===== src/rtl/tod_pkg.sv =====
package tod_pkg;
  localparam int unsigned SEC_W     = 32;
  localparam int unsigned NS_W      = 32;
  localparam int unsigned FRAC_W    = 32;
  localparam int unsigned STEP_NS_W = 4;
  localparam int unsigned ADJ_W     = 32;
  localparam int unsigned NS_PER_S  = 1_000_000_000;
  localparam logic [STEP_NS_W+FRAC_W-1:0] BASE_STEP = 36'hC_8000_0000;

  typedef enum logic [2:0] {
    A_RES  = 3'd0,
    A_NS   = 3'd1,
    A_SEC  = 3'd2,
    A_ADJ  = 3'd3,
    A_CTRL = 3'd4
  } tod_addr_e;
endpackage


===== src/rtl/tod_step.sv =====
module tod_step
  import tod_pkg::*;
#(
  parameter int unsigned P_FRAC_W    = FRAC_W,
  parameter int unsigned P_STEP_NS_W = STEP_NS_W,
  parameter int unsigned P_ADJ_W     = ADJ_W,
  parameter logic [P_STEP_NS_W+P_FRAC_W-1:0] P_BASE = BASE_STEP
) (
  input  logic                   clk_i,
  input  logic                   rst_ni,
  input  logic [P_ADJ_W-1:0]     adj_i,
  output logic [P_STEP_NS_W-1:0] step_ns_o,
  output logic [P_FRAC_W-1:0]    step_frac_o
);
  localparam int unsigned STEP_W = P_STEP_NS_W + P_FRAC_W;
  localparam logic [STEP_W-1:0] HALF = STEP_W'(1) << (P_ADJ_W - 1);

  logic [P_ADJ_W-2:0] mag;
  logic [STEP_W-1:0]  step;

  assign mag  = adj_i[P_ADJ_W-2:0];
  // sign-magnitude trim around the nominal period
  assign step = adj_i[P_ADJ_W-1] ? P_BASE - STEP_W'(mag) : P_BASE + STEP_W'(mag);
  assign step_ns_o   = step[STEP_W-1:P_FRAC_W];
  assign step_frac_o = step[P_FRAC_W-1:0];

  // the step stays strictly within half a nanosecond of nominal
  p_step_window_r4: assert property (@(posedge clk_i) disable iff (!rst_ni)
    ({step_ns_o, step_frac_o} > P_BASE - HALF) && ({step_ns_o, step_frac_o} < P_BASE + HALF));
endmodule


===== src/rtl/tod_time.sv =====
module tod_time
  import tod_pkg::*;
#(
  parameter int unsigned P_SEC_W     = SEC_W,
  parameter int unsigned P_NS_W      = NS_W,
  parameter int unsigned P_FRAC_W    = FRAC_W,
  parameter int unsigned P_STEP_NS_W = STEP_NS_W,
  parameter int unsigned P_NS_PER_S  = NS_PER_S
) (
  input  logic                   clk_i,
  input  logic                   rst_ni,
  input  logic                   run_i,
  input  logic [P_STEP_NS_W-1:0] step_ns_i,
  input  logic [P_FRAC_W-1:0]    step_frac_i,
  input  logic                   load_res_i,
  input  logic                   load_ns_i,
  input  logic                   load_sec_i,
  input  logic [31:0]            wdata_i,
  output logic [P_SEC_W-1:0]     sec_o,
  output logic [P_NS_W-1:0]      ns_o,
  output logic [P_FRAC_W-1:0]    res_o
);
  localparam logic [P_NS_W:0] NS_LIM = (P_NS_W+1)'(P_NS_PER_S);

  logic [P_SEC_W-1:0]  sec_q;
  logic [P_NS_W-1:0]   ns_q;
  logic [P_FRAC_W-1:0] res_q;
  logic [P_FRAC_W:0]   frac_sum;
  logic [P_NS_W:0]     ns_sum;
  logic                roll;
  logic                load_any;
  logic [P_NS_W-1:0]   ns_next;

  assign load_any = load_res_i | load_ns_i | load_sec_i;
  assign frac_sum = {1'b0, res_q} + {1'b0, step_frac_i};
  assign ns_sum   = {1'b0, ns_q} + (P_NS_W+1)'(step_ns_i) + (P_NS_W+1)'(frac_sum[P_FRAC_W]);
  assign roll     = ns_sum >= NS_LIM;
  assign ns_next  = roll ? P_NS_W'(ns_sum - NS_LIM) : ns_sum[P_NS_W-1:0];

  always_ff @(posedge clk_i or negedge rst_ni) begin
    if (!rst_ni) begin
      sec_q <= '0;
      ns_q  <= '0;
      res_q <= '0;
    end else if (load_any) begin
      // a field write freezes the whole time value for that cycle
      if (load_res_i) res_q <= P_FRAC_W'(wdata_i);
      if (load_ns_i)  ns_q  <= P_NS_W'(wdata_i);
      if (load_sec_i) sec_q <= P_SEC_W'(wdata_i);
    end else if (run_i) begin
      res_q <= frac_sum[P_FRAC_W-1:0];
      ns_q  <= ns_next;
      if (roll) sec_q <= sec_q + 1'b1;
    end
  end

  assign sec_o = sec_q;
  assign ns_o  = ns_q;
  assign res_o = res_q;

  p_hold_r2: assert property (@(posedge clk_i) disable iff (!rst_ni)
    (!run_i && !load_any) |=> ($stable(sec_q) && $stable(ns_q) && $stable(res_q)));

  p_ns_bound_r6: assert property (@(posedge clk_i) disable iff (!rst_ni)
    (!load_any && ns_q < P_NS_W'(P_NS_PER_S)) |=> (ns_q < P_NS_W'(P_NS_PER_S)));

  p_sec_step_r6: assert property (@(posedge clk_i) disable iff (!rst_ni)
    (run_i && !load_any) |=> ((sec_q == $past(sec_q)) || (sec_q == $past(sec_q) + 1'b1)));

  p_load_ns_r9: assert property (@(posedge clk_i) disable iff (!rst_ni)
    (load_ns_i && !load_sec_i && !load_res_i) |=>
      (ns_q == P_NS_W'($past(wdata_i)) && $stable(sec_q) && $stable(res_q)));
endmodule


===== src/rtl/tod_regif.sv =====
module tod_regif
  import tod_pkg::*;
#(
  parameter int unsigned P_SEC_W  = SEC_W,
  parameter int unsigned P_NS_W   = NS_W,
  parameter int unsigned P_FRAC_W = FRAC_W,
  parameter int unsigned P_ADJ_W  = ADJ_W
) (
  input  logic                clk_i,
  input  logic                rst_ni,
  input  logic                wr_en_i,
  input  logic                rd_en_i,
  input  logic [2:0]          addr_i,
  input  logic [31:0]         wdata_i,
  input  logic [P_SEC_W-1:0]  sec_i,
  input  logic [P_NS_W-1:0]   ns_i,
  input  logic [P_FRAC_W-1:0] res_i,
  output logic                load_res_o,
  output logic                load_ns_o,
  output logic                load_sec_o,
  output logic [P_ADJ_W-1:0]  adj_o,
  output logic                run_o,
  output logic [31:0]         rdata_o
);
  logic [P_ADJ_W-1:0] adj_q;
  logic               halt_q;
  logic [P_SEC_W-1:0] sh_sec_q;
  logic [P_NS_W-1:0]  sh_ns_q;
  logic [31:0]        rdata_q;
  logic [31:0]        rd_mux;

  assign load_res_o = wr_en_i && addr_i == A_RES;
  assign load_ns_o  = wr_en_i && addr_i == A_NS;
  assign load_sec_o = wr_en_i && addr_i == A_SEC;

  always_comb begin
    case (addr_i)
      A_RES:   rd_mux = 32'(res_i);
      A_NS:    rd_mux = 32'(sh_ns_q);
      A_SEC:   rd_mux = 32'(sh_sec_q);
      A_ADJ:   rd_mux = 32'(adj_q);
      A_CTRL:  rd_mux = {31'd0, halt_q};
      default: rd_mux = '0;
    endcase
  end

  always_ff @(posedge clk_i or negedge rst_ni) begin
    if (!rst_ni) begin
      adj_q    <= '0;
      halt_q   <= 1'b1;
      sh_sec_q <= '0;
      sh_ns_q  <= '0;
      rdata_q  <= '0;
    end else begin
      if (wr_en_i && addr_i == A_ADJ)  adj_q  <= P_ADJ_W'(wdata_i);
      if (wr_en_i && addr_i == A_CTRL) halt_q <= wdata_i[0];
      if (rd_en_i) begin
        rdata_q <= rd_mux;
        if (addr_i == A_RES) begin
          sh_ns_q  <= ns_i;
          sh_sec_q <= sec_i;
        end
      end
    end
  end

  assign adj_o   = adj_q;
  assign run_o   = !halt_q;
  assign rdata_o = rdata_q;

  p_shadow_r8: assert property (@(posedge clk_i) disable iff (!rst_ni)
    (rd_en_i && addr_i == A_RES) |=> (sh_ns_q == $past(ns_i) && sh_sec_q == $past(sec_i)));

  p_rdata_hold_r8: assert property (@(posedge clk_i) disable iff (!rst_ni)
    !rd_en_i |=> $stable(rdata_o));
endmodule


===== src/rtl/tod_counter.sv =====
module tod_counter
  import tod_pkg::*;
(
  input  logic        clk_i,
  input  logic        rst_ni,
  input  logic        wr_en_i,
  input  logic        rd_en_i,
  input  logic [2:0]  addr_i,
  input  logic [31:0] wdata_i,
  output logic [31:0] rdata_o
);
  logic [STEP_NS_W-1:0] step_ns;
  logic [FRAC_W-1:0]    step_frac;
  logic [ADJ_W-1:0]     adj;
  logic                 run;
  logic                 load_res, load_ns, load_sec;
  logic [SEC_W-1:0]     sec;
  logic [NS_W-1:0]      ns;
  logic [FRAC_W-1:0]    res;

  tod_regif u_regif (
    .clk_i, .rst_ni, .wr_en_i, .rd_en_i, .addr_i, .wdata_i,
    .sec_i(sec), .ns_i(ns), .res_i(res),
    .load_res_o(load_res), .load_ns_o(load_ns), .load_sec_o(load_sec),
    .adj_o(adj), .run_o(run), .rdata_o
  );

  tod_step u_step (
    .clk_i, .rst_ni, .adj_i(adj), .step_ns_o(step_ns), .step_frac_o(step_frac)
  );

  tod_time u_time (
    .clk_i, .rst_ni, .run_i(run),
    .step_ns_i(step_ns), .step_frac_i(step_frac),
    .load_res_i(load_res), .load_ns_i(load_ns), .load_sec_i(load_sec),
    .wdata_i, .sec_o(sec), .ns_o(ns), .res_o(res)
  );

  p_run_r3: assert property (@(posedge clk_i) disable iff (!rst_ni)
    (run && !wr_en_i) |=> (res != $past(res) || ns != $past(ns)));
endmodule


===== config.mk =====
export PLATFORM = sky130hd
export DESIGN_NAME = tod_counter
export DESIGN_NICKNAME = d
export VERILOG_FILES = /design/src/rtl/tod_pkg.sv /design/src/rtl/tod_step.sv /design/src/rtl/tod_time.sv /design/src/rtl/tod_regif.sv /design/src/rtl/tod_counter.sv
export SDC_FILE = /design/constraint.sdc
export NUM_CORES = 1
export LEC_CHECK = 0
export BUFFER_PORTS_ARGS = -buffer_cell sky130_fd_sc_hd__buf_2
export CAP_MARGIN = 20
export CELL_PAD_IN_SITES_DETAIL_PLACEMENT = 0
export CELL_PAD_IN_SITES_GLOBAL_PLACEMENT = 1
export CORE_AREA = 2 2 190 173
export DETAILED_ROUTE_END_ITERATION = 7
export DIE_AREA = 0 0 192 175
export HOLD_SLACK_MARGIN = 0.05
export PLACE_DENSITY = 0.76
export SETUP_SLACK_MARGIN = 0.02
export SYNTH_ARGS = -nofsm -noshare
export SYNTH_HDL_FRONTEND = slang
export SYNTH_SLANG_ARGS = --single-unit

===== constraint.sdc =====
create_clock -name clk_i -period 10.15 [get_ports clk_i]
set_input_delay 2.03 -clock clk_i [delete_from_list [all_inputs] [get_ports clk_i]]
set_output_delay 2.03 -clock clk_i [all_outputs]
set_load 0.01 [all_outputs]

==> impl.org <==
** Routing
- Detailed Routing Iterations Pass 1 :: 6
- In the final routed layout, each cell accounts on average for 22.2 um.
- After detailed routing, the total wire length is 44.2 mm.
- For this block, the via count after detailed routing is 12,300.
- The detail route stage leaves a number of antenna-violating nets equal to 0.
- DR DRC count :: 0
- After detailed routing, the number of vias per cell comes to 6.18.
- After the first detailed-routing iteration, the DRC count stood at 1,442.

** Power and ir drop
- Summed over all cells, the static leakage comes to 0.00649 uW.
- Largest voltage drop on the vdd net :: 174 uV
- P per Cell Area :: 327 mW/mm^2

** Synth
- Counting flops and latches in the post-synthesis netlist gives 225.
- The Yosys step of the flow raised 0 warnings.
- In the synthesized netlist, the number of instances is 1,537.
- When the netlist entered floorplanning its net count stood at 1,614.
- The share of the Yosys chip area taken by registers is 0.401.
- For this run, the leading register cell type out of synthesis is sky130_fd_sc_hd__dfrtp_1.
- After synthesis, the netlist uses 83 different library cells.
- The synthesized design contains 0 enable-type register cells.
- After synthesis, the mean cell area works out to 9.13 um^2.
- After synthesis, the share of flip-flops with an asynchronous set or reset is 1.00.
- Synth Cell Area :: 0.0140 mm^2

** Placed design
- The wire-length estimate of the detail-placed layout is 31.2 mm.
- Summing all placed instances gives a cell area of 0.0147 mm^2.
- Port Buffer Count :: 70
- Post-placement cell count :: 1,942
- Routability congestion estimate :: 0.951

** Setup path
- Delay of the slowest cell on the worst path :: 720 ps
- STA classifies the critical path startpoint as a flip-flop.
- Worst setup path class :: reg2reg
- Cell with the largest stage delay on the worst path :: sky130_fd_sc_hd__or4_1
- Along the worst path, the maximum fanout reaches 9.
- Arrival time of data at the critical path endpoint :: 9630 ps
- The worst setup path is captured at a flip-flop.
- Data on the critical path is required at its endpoint by 10,560 ps.

** Floorplan
- CORE AREA :: 0.0317 mm^2
- The floorplan step set the die height to 175 um.
- Top-level port count :: 71
- Die span in x :: 192 um
- The floorplan has 62 rows.
- The floorplan step defined a die boundary enclosing 0.0336 mm^2.
- Initial Util :: 0.444

** STA
- Number of hold-slack violations in the final timing report :: 0
- Worst setup skew after layout :: 25.5 ps
- Highest clock frequency the design can meet :: 108 MHz
- Relative max-transition margin :: 0.269
- Counting I/O delays and the setup requirement, the final critical path takes 9220 ps.
- For the pin with the worst max-slew slack, the measured transition is 1090 ps.
- Dividing the final minimum period by the clock period gives 0.908.
- The number of slew-limit violations in the final report came to 0.
- Setup repair after global routing left no endpoint under its margin.
- Setup violations remaining at the end of the flow were counted as 0.
- Summed over all failing endpoints, the final setup total negative slack is 0 ps.

** Finish
- Summing all non-filler instances in the final layout gives an area of 0.0156 mm^2.
- Post-layout nets :: 1,632
- The filler cells instantiated in the layout total 2,984.
- The count of cells in the finished layout, fillers not included, comes to 1,992.
- In the layout the commonest cells are sky130_fd_sc_hd__dfrtp_1 (224), sky130_fd_sc_hd__nand2_1 (130), sky130_fd_sc_hd__nor2_1 (117).
- The repair_antennas step left the layout with diodes totalling 0.
- In the final layout, the share of cells above drive strength 1 is 0.169.
- Leaving out fill and tap cells, the most frequent cell in the layout is sky130_fd_sc_hd__dfrtp_1.
- Synth-to-Final Area Change :: 11.4%

** Clocking
- TritonCTS built the clock tree.
- Clock Sink Count :: 225
- Counting along the longest clock path gives a buffer depth of 3.
- The later pin in the worst-skew pair is clocked with a latency of 550 ps.
- TritonCTS created 27 clock buffers.
- In this run the post-CTS setup repair buffer count came out at 0.
- Clock slew at reported path FFs :: 60 ps
- Clock H-tree levels :: 1
- The tree is rooted in a sky130_fd_sc_hd__clkbuf_16.

** Job
- The tool flagged a number of max-cap violations equal to 0.

** Global routing
- For this run the aggregate overflow at the end of global routing stands at 0.
- Via count of the first global-routing pass :: 11,500
- The first global-routing pass estimated 69.3 mm of wire.
- Entering global routing, the biggest net connects 118 pins.
- Initial antenna violation count :: 1
- Across every metal layer, demand over resource in global routing totals 0.265.

** Outcome
- The run finished with clean final reports.

** Min path
- The worst hold path belongs to the class reg2reg.
worst paths after layout:
path | start | to | slack (ps) | depth (start not counted)
max in group asynchronous | rst_ni | u_time.res_o[31]$_DFFE_PN0P_ | 7210 | 2
worst max register to register | u_regif.adj_o[6]$_DFFE_PN0P_ | u_time.ns_o[17]$_DFFE_PN0P_ | 930 | 30
worst min-delay path | u_regif.sh_sec_q[29]$_DFFE_PN0P_ | u_regif.sh_sec_q[29]$_DFFE_PN0P_ | 510 | 1
worst min register to register | u_regif.sh_sec_q[29]$_DFFE_PN0P_ | u_regif.sh_sec_q[29]$_DFFE_PN0P_ | 510 | 1
worst max-delay path | u_regif.adj_o[6]$_DFFE_PN0P_ | u_time.ns_o[17]$_DFFE_PN0P_ | 930 | 30
min in group asynchronous | rst_ni | u_time.ns_o[4]$_DFFE_PN0P_ | 1580 | 1
worst max-delay path, delay by kind of cell, from the launching register on:
| family | cells | cell delay, ps |
|---|---|---|
| fa+ha+maj | 3 | 1020 |
| xor+xnor | 2 | 320 |
| simple gates | 17 | 5040 |
| compound gates | 8 | 2260 |
| flops | 1 | 430 |
per-layer routing:
layer	GRT usage	up-vias	part of all wire
li1	-	5746	-
met1	0.422	6096	0.49
met2	0.379	418	0.42
met3	0.0351	55	0.073
met4	0.0557	0	0.019
met5	0	-	0
registers in the layout (all words and copies together) (netlist names):
| register | cells |
|---|---|
| u_regif.adj_o | 32 |
| u_regif.rdata_o | 32 |
| u_regif.sh_ns_q | 32 |
| u_regif.sh_sec_q | 32 |
| u_time.ns_o | 32 |
| u_time.res_o | 32 |
| u_time.sec_o | 32 |
| u_regif.halt_q | 1 |
kinds of logic after synthesis:
kind of cell             share of synthesized area
multiplexers                                0.0859
flip-flops                                   0.401
AO/OA/AOI/OAI                                0.232
AND/OR/NAND/NOR                              0.150
buffers and inverters                       0.0467
adder cells (fa/ha/maj)                     0.0351
XOR/XNOR                                    0.0493
stage by stage:
step	hold WS (ps)	utilization	power [uW]	setup slack (ps)
2_1_floorplan	472	-	3420	2560
3_3_place_gp	489	0.464	3990	1190
3_5_place_dp	497	0.464	4040	895
4_1_cts	512	0.494	5090	813
5_1_grt	523	0.494	5490	77.9
6_report	510	0.494	5110	930
repair_timing:
action                     CTS  global route
setup endpoints to repair    0             7
hold endpoints to repair     0             0
gates resized for setup      0             1
hold buffers                 0             0
synth_stat cells (18+ instances only):
cell type / instances / area share
sky130_fd_sc_hd__o22ai_1: 55 / 0.025
sky130_fd_sc_hd__a21o_1: 18 / 0.0096
sky130_fd_sc_hd__nand2_1: 130 / 0.035
sky130_fd_sc_hd__dfrtp_1: 224 / 0.40
sky130_fd_sc_hd__nor3_1: 30 / 0.011
sky130_fd_sc_hd__a31oi_1: 33 / 0.015
sky130_fd_sc_hd__a21oi_1: 116 / 0.041
sky130_fd_sc_hd__mux2_2: 100 / 0.080
sky130_fd_sc_hd__o21ai_0: 93 / 0.033
sky130_fd_sc_hd__xor2_1: 20 / 0.012
sky130_fd_sc_hd__a22o_1: 33 / 0.021
sky130_fd_sc_hd__xnor2_1: 59 / 0.037
sky130_fd_sc_hd__nand3_1: 40 / 0.014
sky130_fd_sc_hd__nor2_1: 119 / 0.032
sky130_fd_sc_hd__a221oi_1: 33 / 0.021
sky130_fd_sc_hd__ha_1: 37 / 0.033
sky130_fd_sc_hd__and3_1: 18 / 0.0080
sky130_fd_sc_hd__inv_1: 61 / 0.016
sky130_fd_sc_hd__clkbuf_1: 72 / 0.019
power breakdown:
group	switching (uW)	internal, uW
Clock	398	634
Combinational	1270	1040
Sequential	502	1270
Total	2170	2940
layout make-up:
| cell class | instances | area, um^2 | area share |
|---|---|---|---|
| multi-input combinational | 1148 | 7790 | 0.498 |
| sequential | 225 | 5630 | 0.360 |
| clock buffer | 37 | 773 | 0.0494 |
| timing repair buffer | 92 | 526 | 0.0336 |
| tap | 416 | 520 | 0.0333 |
| inverter | 61 | 229 | 0.0146 |
| clock inverter | 13 | 178 | 0.0114 |
Power figures use the tool's default switching activity.
